## config.mk

```make
export PLATFORM = sky130hd
export DESIGN_NAME = sigdet_ctl
export DESIGN_NICKNAME = d
export VERILOG_FILES = /design/src/rtl/sigdet_pkg.sv /design/src/rtl/sigdet_ctlsel.sv /design/src/rtl/sigdet_thresh.sv /design/src/rtl/sigdet_pwr_fsm.sv /design/src/rtl/sigdet_ctl.sv
export SDC_FILE = /design/constraint.sdc
export NUM_CORES = 1
export LEC_CHECK = 0
export BUFFER_PORTS_ARGS = -buffer_cell sky130_fd_sc_hd__buf_2
export CAP_MARGIN = 20
export CORE_MARGIN = 10
export CORE_UTILIZATION = 30
export DETAILED_ROUTE_END_ITERATION = 12
export PLACE_DENSITY_LB_ADDON = 0.05
export SYNTH_ARGS = -nofsm -noshare
export SYNTH_HDL_FRONTEND = slang
export SYNTH_SLANG_ARGS = --single-unit
```

## constraint.sdc

```tcl
create_clock -name clk -period 2.3 [get_ports clk]
set_input_delay 0.46 -clock clk [delete_from_list [all_inputs] [get_ports clk]]
set_output_delay 0.46 -clock clk [all_outputs]
set_load 0.005 [all_outputs]
```

## src/rtl/sigdet_pkg.sv

```systemverilog
package sigdet_pkg;

   typedef enum logic [1:0] {
      SLP_OFF   = 2'b00,
      SLP_AUTO  = 2'b01,
      SLP_FORCE = 2'b10,
      SLP_RSVD  = 2'b11
   } slp_mode_t;

   typedef enum logic [1:0] {
      PS_ON    = 2'b00,
      PS_DRAIN = 2'b01,
      PS_SLEEP = 2'b10,
      PS_WAKE  = 2'b11
   } pwr_st_t;

   function automatic int imax(input int a, input int b);
      return (a > b) ? a : b;
   endfunction

endpackage

```

## src/rtl/sigdet_ctlsel.sv

```systemverilog
module sigdet_ctlsel
   import sigdet_pkg::*;
(
   input  logic       reg_ctl,
   input  logic       pin_mute,
   input  logic       pin_bypass,
   input  logic       pin_autosleep,
   input  logic       reg_mute,
   input  logic       reg_bypass,
   input  logic [1:0] reg_sleep,
   input  logic       reg_thr_dig,
   output logic       mute_e,
   output logic       byp_e,
   output slp_mode_t  smode,
   output logic       use_dig
);

   always_comb begin
      if (reg_ctl) begin
         mute_e  = reg_mute;
         byp_e   = reg_bypass;
         smode   = slp_mode_t'(reg_sleep);
         use_dig = reg_thr_dig;
      end else begin
         mute_e  = pin_mute;
         byp_e   = pin_bypass;
         smode   = pin_autosleep ? SLP_AUTO : SLP_OFF;
         use_dig = 1'b0;
      end
   end

endmodule

```

## src/rtl/sigdet_thresh.sv

```systemverilog
module sigdet_thresh #(
   parameter int LEN_W      = 8,
   parameter int THR_W      = 5,
   parameter int STEP_CODES = 8,
   parameter int SD_OFFSET  = 16
) (
   input  logic [LEN_W-1:0] cable_len,
   input  logic             rate_sd,
   input  logic             use_dig,
   input  logic [THR_W-1:0] thr_code,
   input  logic             pin_flag,
   output logic             hit
);

   localparam int LIM_MAX = (1 << THR_W) * STEP_CODES + SD_OFFSET;
   localparam int LIM_W   = $clog2(LIM_MAX + 1);
   localparam int CMP_W   = (LIM_W > LEN_W) ? LIM_W : LEN_W;

   generate
      if (THR_W < 2 || STEP_CODES < 1 || SD_OFFSET < 0) begin : g_bad_cfg
         $error("sigdet_thresh: illegal threshold parameters");
      end
   endgenerate

   logic [CMP_W-1:0] offs;
   logic [CMP_W-1:0] lim;
   logic [CMP_W-1:0] len_x;
   logic             dig_hit;

   generate
      if (SD_OFFSET > 0) begin : g_sd_offs
         assign offs = rate_sd ? CMP_W'(SD_OFFSET) : '0;
      end else begin : g_no_offs
         assign offs = '0;
      end
   endgenerate

   always_comb begin
      len_x   = CMP_W'(cable_len);
      lim     = (CMP_W'(thr_code) + CMP_W'(1)) * CMP_W'(STEP_CODES) + offs;
      dig_hit = (thr_code != {THR_W{1'b1}}) && (len_x >= lim);
      hit     = use_dig ? dig_hit : pin_flag;
   end

   always_comb begin
      if (use_dig && (thr_code == {THR_W{1'b1}})) begin

         never_mute_chk: assert (!hit);
      end
   end

endmodule

```

## src/rtl/sigdet_pwr_fsm.sv

```systemverilog
module sigdet_pwr_fsm
   import sigdet_pkg::*;
#(
   parameter int PDN_CYC  = 1900,
   parameter int WAKE_CYC = 50000
) (
   input  logic      clk,
   input  logic      rst_n,
   input  logic      acq_rst,
   input  logic      energy_det,
   input  slp_mode_t smode,
   output logic      pwr_down,
   output logic      ready,
   output logic      sleep_nxt
);

   localparam int CNT_MAX = imax(PDN_CYC, WAKE_CYC);
   localparam int CNT_W   = $clog2(CNT_MAX + 1);

   generate
      if (PDN_CYC < 1 || WAKE_CYC < 1) begin : g_bad_cyc
         $error("sigdet_pwr_fsm: timer lengths must be at least one cycle");
      end
   endgenerate

   pwr_st_t          st, nxt;
   logic [CNT_W-1:0] cnt, cnt_nxt;
   logic             force_s, lost_s;

   assign force_s = (smode == SLP_FORCE);
   assign lost_s  = (smode == SLP_AUTO) && !energy_det;

   always_comb begin
      nxt     = st;
      cnt_nxt = cnt;
      if (acq_rst) begin
         nxt     = PS_WAKE;
         cnt_nxt = '0;
      end else begin
         case (st)
            PS_ON: begin
               if (force_s) nxt = PS_SLEEP;
               else if (lost_s) begin
                  nxt     = PS_DRAIN;
                  cnt_nxt = '0;
               end
            end
            PS_DRAIN: begin
               if (force_s) nxt = PS_SLEEP;
               else if (!lost_s) nxt = PS_ON;
               else if (cnt == CNT_W'(PDN_CYC - 1)) nxt = PS_SLEEP;
               else cnt_nxt = cnt + CNT_W'(1);
            end
            PS_SLEEP: begin
               if (!(force_s || lost_s)) begin
                  nxt     = PS_WAKE;
                  cnt_nxt = '0;
               end
            end
            default: begin
               if (force_s || lost_s) nxt = PS_SLEEP;
               else if (cnt == CNT_W'(WAKE_CYC - 1)) nxt = PS_ON;
               else cnt_nxt = cnt + CNT_W'(1);
            end
         endcase
      end
   end

   always_ff @(posedge clk or negedge rst_n) begin
      if (!rst_n) begin
         st  <= PS_WAKE;
         cnt <= '0;
      end else begin
         st  <= nxt;
         cnt <= cnt_nxt;
      end
   end

   assign pwr_down  = (st == PS_SLEEP);
   assign ready     = (st == PS_ON) || (st == PS_DRAIN);
   assign sleep_nxt = (nxt == PS_SLEEP);


   force_sleep_chk: assert property (@(posedge clk) disable iff (!rst_n)
      (smode == SLP_FORCE && !acq_rst) |=> pwr_down);


   acq_clear_chk: assert property (@(posedge clk) disable iff (!rst_n)
      acq_rst |=> (!pwr_down && !ready));


   wake_not_ready_chk: assert property (@(posedge clk) disable iff (!rst_n)
      $fell(pwr_down) |-> !ready);


   cnt_bound_chk: assert property (@(posedge clk) disable iff (!rst_n)
      cnt < CNT_W'(CNT_MAX));

endmodule

```

## src/rtl/sigdet_ctl.sv

```systemverilog
module sigdet_ctl
   import sigdet_pkg::*;
#(
   parameter int LEN_W       = 8,
   parameter int THR_W       = 5,
   parameter int STEP_CODES  = 8,
   parameter int SD_OFFSET   = 16,
   parameter int REF_CLK_KHZ = 10000,
   parameter int PDN_US      = 190,
   parameter int WAKE_US     = 5000
) (
   input  logic             clk,
   input  logic             rst_n,
   input  logic             acq_rst,
   input  logic             energy_det,
   input  logic [LEN_W-1:0] cable_len,
   input  logic             rate_sd,
   input  logic             reg_ctl,
   input  logic             pin_mute,
   input  logic             pin_bypass,
   input  logic             pin_autosleep,
   input  logic             pin_thr_flag,
   input  logic             reg_mute,
   input  logic             reg_bypass,
   input  logic [1:0]       reg_sleep,
   input  logic             reg_thr_dig,
   input  logic [THR_W-1:0] reg_thr,
   output logic             no_carrier,
   output logic             out_mute,
   output logic             eq_bypass,
   output logic             eq_en,
   output logic             pwr_down,
   output logic             ready
);

   localparam int PDN_CYC  = REF_CLK_KHZ * PDN_US / 1000;
   localparam int WAKE_CYC = REF_CLK_KHZ * WAKE_US / 1000;

   generate
      if (PDN_US >= 200) begin : g_bad_pdn
         $error("sigdet_ctl: power-down delay must stay below 200 us");
      end
      if (PDN_CYC < 1 || WAKE_CYC < 1) begin : g_bad_clk
         $error("sigdet_ctl: reference clock too slow for the delays");
      end
   endgenerate

   logic      mute_e, byp_e, use_dig, thr_hit, sleep_nxt;
   slp_mode_t smode;

   sigdet_ctlsel u_sel (
      .reg_ctl       (reg_ctl),
      .pin_mute      (pin_mute),
      .pin_bypass    (pin_bypass),
      .pin_autosleep (pin_autosleep),
      .reg_mute      (reg_mute),
      .reg_bypass    (reg_bypass),
      .reg_sleep     (reg_sleep),
      .reg_thr_dig   (reg_thr_dig),
      .mute_e        (mute_e),
      .byp_e         (byp_e),
      .smode         (smode),
      .use_dig       (use_dig)
   );

   sigdet_thresh #(
      .LEN_W      (LEN_W),
      .THR_W      (THR_W),
      .STEP_CODES (STEP_CODES),
      .SD_OFFSET  (SD_OFFSET)
   ) u_thr (
      .cable_len (cable_len),
      .rate_sd   (rate_sd),
      .use_dig   (use_dig),
      .thr_code  (reg_thr),
      .pin_flag  (pin_thr_flag),
      .hit       (thr_hit)
   );

   sigdet_pwr_fsm #(
      .PDN_CYC  (PDN_CYC),
      .WAKE_CYC (WAKE_CYC)
   ) u_pwr (
      .clk        (clk),
      .rst_n      (rst_n),
      .acq_rst    (acq_rst),
      .energy_det (energy_det),
      .smode      (smode),
      .pwr_down   (pwr_down),
      .ready      (ready),
      .sleep_nxt  (sleep_nxt)
   );

   logic byp_win;
   assign byp_win = !mute_e && byp_e;

   always_ff @(posedge clk or negedge rst_n) begin
      if (!rst_n) begin
         no_carrier <= 1'b1;
         out_mute   <= 1'b0;
         eq_bypass  <= 1'b0;
         eq_en      <= 1'b1;
      end else begin
         no_carrier <= !energy_det || thr_hit;
         out_mute   <= !sleep_nxt && mute_e;
         eq_bypass  <= !sleep_nxt && byp_win;
         eq_en      <= !sleep_nxt && !byp_win;
      end
   end


   sleep_quiet_chk: assert property (@(posedge clk) disable iff (!rst_n)
      pwr_down |-> (!out_mute && !eq_bypass && !eq_en));


   mute_over_byp_chk: assert property (@(posedge clk) disable iff (!rst_n)
      out_mute |-> (!eq_bypass && eq_en));


   nocar_energy_chk: assert property (@(posedge clk) disable iff (!rst_n)
      !energy_det |=> no_carrier);

endmodule

```

Word level (Yosys, flattened, before mapping)
Cells that the tools add are included.
{ "op_classes": {"n_reduce_logical": 15, "n_mux": 27, "add_sub_neg": 3, "order_cmp": 1, "n_eq_ne": 16} }
{ "op_table": {"columns": ["operator", "count"], "rows": [
  ["16-bit two-way mux", 9],
  ["16-bit case mux with 3 select lines", 1],
  ["2-bit two-way mux", 10],
  ["16-bit by 1-bit adder with 16-bit output, second input constant", 1],
  ["16-bit by 11-bit == test with 1-bit output, second input constant", 1],
  ["16-bit == test, second input constant", 1],
  ["3-bit != test, second input constant", 4],
  ["5-bit != test, second input constant", 2],
  ["9-bit adder", 1],
  ["8-bit by 9-bit >= comparator with 1-bit output", 1],
  ["8-bit AND reduction", 1],
  ["5-bit by 1-bit adder with 6-bit output, second input constant", 1],
  ["2-bit == test, second input constant", 3],
  ["1-bit logical AND", 6],
  ["3-bit by 2-bit != test with 1-bit output, second input constant", 2],
  ["2-bit case mux with 3 select lines", 1],
  ["1-bit two-way mux", 5],
  ["5-bit two-way mux", 1],
  ["2-bit by 1-bit == test with 1-bit output, second input constant", 2],
  ["1-bit zero test", 4],
  ["4-bit != test, second input constant", 1],
  ["1-bit logical OR", 3],
  ["2-bit zero test", 1]
]} }
{ "word_totals": {"regBits": 22, "input_bits": 28} }

Depth between registers and ports, before layout
Gate-level depths: netlist of run 1.
{ "logic_depth": {"depth_word": 11, "depth_mapped": 10, "depth_no_buf": 10} }

Hierarchy
Synthesis of run 1 repeated with hierarchy kept, for this count alone.
{ "unflattened": {"cells_unflattened": 197, "hier_area_um2": 1823.0} }
{ "by_module_without_submodules": {"columns": ["mod", "area_per_inst_um2", "cells_each", "instances"], "rows": [
  ["sigdet_pwr_fsm", 1333.8, 147, 1],
  ["sigdet_thresh", 302.8, 36, 1],
  ["sigdet_ctl", 137.6, 9, 1],
  ["sigdet_ctlsel", 48.8, 5, 1]
]} }

Least setup slack after synthesis of run 1
Ideal clock, no wire load.
{ "synth_path": {"path_type": "input -> register", "from": "input port reg_thr[0]", "to": "register no_carrier", "stages": 9, "t_required_ns": 2.216, "slack_ns": 0.273, "t_arrival_ns": 1.943, "setup_time_ns": 0.084, "cell_sequence": "ha_1 > ha_1 > ha_1 > xor2_1 > ha_1 > o21ai_0 > a21oi_1 > o21ai_0 > nand3_1"} }
{ "synth_between": {"elab_chain_len": 6, "word_cells_on_any_way": 7, "cone_classes": "add/sub: 2; order compare: 1; eq/ne: 1; mux: 1; reduce/logical: 2"} }
{ "synth_rtl": {"columns": ["element", "line", "source"], "rows": [
  ["start, declared", "sigdet_ctl.sv:27", "input logic [THR_W-1:0] reg_thr,"],
  ["5-bit by 1-bit adder with 6-bit output", "sigdet_thresh.sv:40", "lim = (CMP_W'(thr_code) + CMP_W'(1)) * CMP_W'(STEP_CODES) + offs;"],
  ["9-bit adder", "sigdet_thresh.sv:40", null],
  ["8-bit by 9-bit >= comparator with 1-bit output", "sigdet_thresh.sv:41", "dig_hit = (thr_code != {THR_W{1'b1}}) && (len_x >= lim);"],
  ["1-bit logical AND *", "sigdet_thresh.sv:41", null],
  ["1-bit two-way mux *", "sigdet_thresh.sv:42", "hit = use_dig ? dig_hit : pin_flag;"],
  ["1-bit logical OR *", "sigdet_ctl.sv:104", "no_carrier <= !energy_det || thr_hit;"],
  ["end signal, assigned", "sigdet_ctl.sv:104", null],
  ["end, declared", "sigdet_ctl.sv:28", "output logic no_carrier,"]
]} }
Every way passes the cells marked *; elsewhere a longest branch is shown, timed or not.
A chain may end at the register's enable or synchronous reset.

Worst setup path in the final report of run 1
Same ends and word-level chain as after synthesis.

==> out/metrics.yaml, run 1 <==
status:
  run_status: "complete, no violations"
route:
  drc_errors: 0
  routed_wl_um: 4470
  post_drt_wl_per_cell_um: 15.1
  met1_length_um: 1970
  drt_iter0_markers: 48
  top_layer_used: "met4"
  met2_length_um: 2250
  route.vias.total: 1534
  avgViaCountPerCell: 5.20
  dr.pass1.iters: 4
  wl_met3_um: 182
  ant_nets: 0
sta:
  skew_ns: 0.00953
  rsz0062_at_grt: "false"
  post-route-period-util_pct: 92.3
  final_hold_viol_count: 0
  worstMarginPinSlew_ns: 0.506
  maxSlewViolCount: 0
  tns_ns: 0
  fmax_mhz: 471
  slew-limit-headroom_pct: 65.4
  setup_violations: 0
  finalCriticalPeriod_ns: 2.12
  whs_ns: 0.151
worst_hold_path:
  hold_path.class: "primary input to async pin"
logic_synthesis:
  yosys-top-cells-area: "dfrtp_1 28%, ha_1 7.7%, dfstp_2 6.5%"
  synth_edf_count: 0
  async_flop_share_pct: 100
  postSynthAreaPerCell_um2: 8.88
  syn_inst: 182
  yosys.area.top_type: "dfrtp_1"
  yosysTopAreaCellShare_pct: 27.9
  yosysWarningCount: 0
  yosysMostFrequentCell: "dfrtp_1"
  synth_commonest_cells: "18 x dfrtp_1, 15 x inv_1, 14 x a21oi_1, 11 x nand2_1, 11 x nand3_1"
  ys.flop_type: "dfrtp_1"
  yosysUniqueCellTypes: 42
  netlist_area_mm2: 0.00162
  yosysSeqAreaShare_pct: 34.4
  ys_ff_latch: 22
  synth_nets: 220
worst_setup_path:
  path_max_fanout: 3
  cp_slowest_cell: "a2111oi_0"
  timing.rr.start: "u_pwr.cnt[0]$_DFFE_PN0P_"
  path_cells: "buf_2 -> ha_1 -> and3_1 -> ha_1 -> nand3_1 -> o21ai_0 -> a2111oi_0 -> o21ai_0 -> nand3_1"
  required_ns: 2.51
  r2r_slack_ns: 0.19
  criticalPathCategory: "primary input to register"
  start_kind: "primary input"
  crit_path_end_kind: "register"
  worstReg2RegEnd: "u_pwr.cnt[11]$_DFFE_PN0P_"
  r2r_cells: 7
  critical_path_arrival_ns: 2.34
  max_stage_delay_ns: 0.53
cells_and_area:
  layout-drive-gt1-share_pct: 29.3
  fin_cells: 295
  multiInputGateArea_um2: 947
  insertedDiodeCount: 0
  syn_to_final_growth_pct: 24.8
  final_area_mm2: 0.00202
  register_area_um2: 556
  fillers: 537
  fin_nets: 264
placement:
  routabilityCongestion: 0.805
  place_area_mm2: 0.00194
  dpl.cell_count: 291
  dpl.hpwl_um: 3560
  io_buffers: 33
clocking:
  clkLatencyLatePin_ns: 0.27
  cts_sinks: 22
  max-clock-path-buffers: 2
  root_buffer: "clkbuf_8"
  cts_tree: "done"
  cts_buffers: 3
  htree_levels: 1
  postCtsSetupRepairBufs: 0
  clk_pin_slew_ns: 0.09
floorplanning:
  dieHeight_um: 93.4
  die_area_mm2: 0.00872
  die_w_um: 93.4
  initial_utilization_pct: 31.2
  core_mm2: 0.00517
  io_pins: 34
  num_rows: 26
global_routing:
  overflow: 0
  grt_first_pass_wirelength_um: 7600
  grt_start_max_net_pins: 29
  grt_pass1_vias: 1643
  grt_usage_pct: 10.6
  antenna_found_initial: 0
power_and_ir_drop:
  peakVddDrop_v: 0.000205
  p_leak_nw: 0.894
  powerDensity_mw_per_mm2: 475
job:
  drv_cap: 0
==> worst max-delay path: cells and delay by family <==
family / cells / cell delay (ns)
fa+ha+maj: 2 / 0.53
compound gates: 3 / 0.81
buf+inv: 1 / 0.11
simple gates: 3 / 0.43
==> report_power, final <==
| part | switching [mW] | internal (mW) | total [mW] | leakage (nW) |
|---|---|---|---|---|
| sequential | 0.00682 | 0.401 | 0.408 | 0.289 |
| clock | 0.136 | 0.233 | 0.368 | 0.0357 |
| combinational | 0.0972 | 0.0839 | 0.181 | 0.569 |
| total | 0.240 | 0.718 | 0.958 | 0.894 |
==> routing by layer <==
layer / up-vias / track usage [%]
met4: 0 / 3.86
li1: 761 / -
met3: 6 / 2.56
met5: - / 0
met2: 37 / 19.1
met1: 730 / 11.7
==> registers in the layout, summed over array words and instances, names as in the netlist <==
register / count
u_pwr.st: 2
u_pwr.cnt: 16
out_mute: 1
no_carrier: 1
eq_en: 1
eq_bypass: 1
==> layout make-up <==
type                    instances  area share (%)
repair buffers                 49            14.8
well taps                      70            4.35
flip-flops and latches         22            27.6
multi-input cells             135            47.0
clock buffers                   3            2.05
clock inverters                 1            1.49
inverters                      15            2.79
==> logic make-up after synthesis <==
family | after synthesis | synth area share, %
AO/OA/AOI/OAI | 40 | 16.0
XOR/XNOR | 4 | 2.17
multiplexers | 2 | 1.24
buffers and inverters | 25 | 7.36
flip-flops | 22 | 34.4
AND/OR/NAND/NOR | 79 | 31.1
adder cells (fa/ha/maj) | 10 | 7.75
==> worst max-delay path by stage <==
stage                              startpoint                  endpoint  cells after the start
global placement                   reg_thr[0]      no_carrier$_DFF_PN1_                     10
detailed placement                 reg_thr[0]      no_carrier$_DFF_PN1_                      9
global route        u_pwr.cnt[11]$_DFFE_PN0P_  u_pwr.cnt[7]$_DFFE_PN0P_                      8
floorplan                          reg_thr[0]      no_carrier$_DFF_PN1_                      9
finish                             reg_thr[0]      no_carrier$_DFF_PN1_                      9
CTS                 u_pwr.cnt[11]$_DFFE_PN0P_  u_pwr.cnt[6]$_DFFE_PN0P_                      7
==> per-stage QoR <==
| stage | utilization, % | power [mW] | worst slack (ns) |
|---|---|---|---|
| after global routing | 39.0 | 1.01 | 0.0387 |
| after detailed placement | 37.5 | 0.600 | 0.0111 |
| after global placement | 37.5 | 0.593 | 0.0720 |
| after CTS | 38.8 | 0.975 | 0.0754 |
| after floorplan | - | 0.519 | 0.273 |
| final | 39.0 | 0.958 | 0.177 |
==> layout by cell type (no fill, tap or decap), drive strengths merged, types with 7 or more instances in the layout <==
cell type  instances
buf               49
dfrtp             18
inv               15
a21oi             15
nand3             11
nand2             11
ha                10
o32ai              8
nand4              7
o21ai              7
or3                7
==> timing repair <==
item / in CTS / in global routing
resized for setup: 0 / 1
setup endpoints to repair: 0 / 11
hold endpoints to repair: 0 / 0
hold buffers: 0 / 0
Note: power is estimated with default switching activity, not from simulation.
==> inputs of run 2 (changes only) <==
- SYNTH_HIERARCHICAL: unset -> 1
- clock period: 2.3 -> 2.7 ns (I/O delays scaled with it)
==> run 2 against run 1 <==
Net effect: total power grew 0.24%; final area grew 6.5%; critical path depth decreased by 2; synthesized cell count up 8.2%; combinational power up 56%; sequential power is 6.4% higher; clock skew decreased by 0.0065 ns; sequential share of layout area decreased by 1.7 points; wire length increased by 5.9%; die area rose by 10%; area after synthesis rose by 13%; clock power fell by 34%.
==> out/metrics.yaml, run 2 <==
sta:
  post-route-period-util_pct: 85.9
  tns_ns: 0  # unchanged
  maxSlewViolCount: 0  # unchanged
  setup_violations: 0  # unchanged
  finalCriticalPeriod_ns: 2.32
  slew-limit-headroom_pct: 57.0  # -8.3 points
  fin_ws_ns: 0.381  # +0.204 ns
  worstMarginPinSlew_ns: 0.640  # +0.133 ns
  final_hold_viol_count: 0  # unchanged
  rsz0062_at_grt: "false"
  skew_ns: 0.00307  # -0.00646 ns
  fmax_mhz: 431
placement:
  dpl.hpwl_um: 3770  # +6.0%
  io_buffers: 33  # unchanged
  place_area_mm2: 0.00209  # +7.9%
  place_ws_ns: 0.167  # +0.156 ns
  routabilityCongestion: 0.765  # -4.9%
status:
  run_status: "complete, no violations"
logic_synthesis:
  synth_nets: 235  # +6.8%
  yosysUniqueCellTypes: 63  # +50%
  yosysSeqAreaShare_pct: 30.5  # -3.9 points
  netlist_area_mm2: 0.00182  # +13%
  yosysWarningCount: 6  # +6
  postSynthAreaPerCell_um2: 9.25  # +4.3%
  synth_edf_count: 0  # unchanged
  ys.flop_type: "dfrtp_1"
  yosys-top-cells-area: "dfrtp_1 25%, ha_1 6.9%, dfstp_2 5.8%"
  yosysTopAreaCellShare_pct: 24.7  # -3.2 points
  yosys.area.top_type: "dfrtp_1"
  async_flop_share_pct: 100  # unchanged
  ys_ff_latch: 22  # unchanged
  syn_inst: 197  # +8.2%
  yosysMostFrequentCell: "inv_1"
  synth_commonest_cells: "20 x inv_1, 19 x nor2_1, 18 x dfrtp_1, 10 x ha_1, 8 x nand2_1"
worst_setup_path:
  path_max_fanout: 9  # +6
  start_kind: "register"
  crit_path_end_kind: "register"
  critical_path_arrival_ns: 2.47  # +0.13 ns
  required_ns: 2.85  # +0.34 ns
  criticalPathCategory: "register to register"
floorplanning:
  die_area_mm2: 0.00959  # +10%
  initial_utilization_pct: 30.8  # -0.44 points
  dieHeight_um: 98.0  # +4.9%
  io_pins: 34  # unchanged
  core_mm2: 0.00592  # +14%
  num_rows: 28  # +7.7%
  die_w_um: 98.0  # +4.9%
cells_and_area:
  largest_reg_flops: 16  # unchanged
  insertedDiodeCount: 0  # unchanged
  reg_top3: "u_pwr/cnt (16), u_pwr/st (2)"
  largest_register: "u_pwr/cnt"
  fin_nets: 274  # +3.8%
  final_util_pct: 36.3  # -2.7 points
  final_cell_mix: "33 x buf_2, 20 x inv_1, 19 x nor2_1, 18 x dfrtp_1, 10 x ha_1"
  syn_to_final_growth_pct: 17.8
  final_area_mm2: 0.00215  # +6.5%
  layout-drive-gt1-share_pct: 32.3  # +3.0 points
  final_common_cell: "buf_2"
global_routing:
  grtUsageMet2_pct: 14.9  # -4.2 points
  met1_usage_pct: 13.4  # +1.7 points
  grt_pass1_vias: 1641  # -0.12%
  grt_first_pass_wirelength_um: 8200  # +7.9%
  antenna_found_initial: 0  # unchanged
  gr-max-usage-layer: "met2"
  grt_use_met3_pct: 3.31  # +0.75 points
  grt_usage_pct: 9.97  # -0.64 points
  grt_start_max_net_pins: 23  # -21%
  overflow: 0  # unchanged
clocking:
  hold_buffers: 0  # unchanged
  max-clock-path-buffers: 2  # unchanged
  htree_levels: 1  # unchanged
  cts_tree: "done"
  postCtsSetupRepairBufs: 0  # unchanged
  cts_buffers: 3  # unchanged
  cts_resized: 0  # unchanged
  clkLatencyLatePin_ns: 0.26  # about the same
  cts_sinks: 22  # unchanged
  clk_pin_slew_ns: 0.08  # about the same
  root_buffer: "clkbuf_8"
job:
  drv_cap: 0  # unchanged
route:
  ant_nets: 0  # unchanged
  route.vias.total: 1576  # +2.7%
  drt_iter0_markers: 56  # +17%
  post_drt_wl_per_cell_um: 15.3  # +0.78%
  dr.pass1.iters: 4  # unchanged
  drc_errors: 0  # unchanged
  avgViaCountPerCell: 5.08  # -2.2%
  routed_wl_um: 4730  # +5.9%
power_and_ir_drop:
  report.power.total_uw: 960  # +0.24%
  powerDensity_mw_per_mm2: 447  # -5.9%
  p_leak_nw: 0.939  # +5.1%
  peakVddDrop_v: 0.000168  # -18%
worst_hold_path:
  hold_path.class: "primary input to async pin"
[run 2: cell count changes in the layout (fill, tap and decap cells not counted), moves of 6 or more]
cell     before  now
nor2_1        6   19
a21oi_1      14    4
buf_4        15    5
o32ai_1       8    0
a22oi_2       0    7
o21ai_1       0    7
nand4_1       7    1
[run 2: layer usage]
metal / routed length [µm] / vias up / part of all wire (%)
met3: 250 / 4 / 5.3
met4: 38 / 0 / 0.80
met1: 2430 / 724 / 51
li1: - / 811 / -
met5: 0 / - / 0
met2: 2020 / 37 / 43
[run 2: worst max-delay path: stages (launching register included)]
cell      delay [ns]
dfrtp_1         0.44
ha_1            0.28
or4b_4          0.50
a311oi_4        0.28
a22o_4          0.20
nand3b_4        0.16
nor2_1          0.28
nor3b_2         0.08
[run 2: layout make-up]
cell class                      instances  area, µm²
Clock buffer                            4       55.1
Fill cell                             635       3770
Inverter                               20       75.1
Multi-Input combinational cell        151       1160
Sequential cell                        22        556
Tap cell                               75       93.8
Timing Repair Buffer                   38        203
[run 2: worst paths after layout]
path	from	to	slack, ns	depth (start not counted)
min in group clk	energy_det	no_carrier$_DFF_PN1_	0.45	2
max reg2reg	u_pwr/cnt[1]$_DFFE_PN0P_	eq_bypass$_DFF_PN0_	0.38	7
max in group asynchronous	rst_n	u_pwr/st[0]$_DFF_PN1_	2.10	1
max	u_pwr/cnt[1]$_DFFE_PN0P_	eq_bypass$_DFF_PN0_	0.38	7
min reg2reg	u_pwr/cnt[0]$_DFFE_PN0P_	u_pwr/cnt[0]$_DFFE_PN0P_	0.57	1
min	rst_n	u_pwr/cnt[1]$_DFFE_PN0P_	0.23	1
[run 2: logic make-up after synthesis]
group,share of synthesized area (%)
xor gates and xnor gates,1.92
buffers and inverters,5.63
muxes,2.40
adders and majority gates,6.86
AOI/OAI and AO/OA,26.3
and+or+nand+nor,26.4
DFF,30.5
[run 2: power breakdown]
group          internal [mW]  switching (mW)  leakage (nW)
Sequential             0.378          0.0559         0.285
Combinational          0.134           0.148         0.626
Clock                  0.130           0.114        0.0288
Total                  0.642           0.318         0.939
[run 2: through the flow]
step	hold slack, ns	std cells
6_report	0.235	310
5_1_grt	0.261	310
4_1_cts	0.259	310
3_5_place_dp	0.551	306
3_3_place_gp	0.556	306
2_1_floorplan	0.244	197
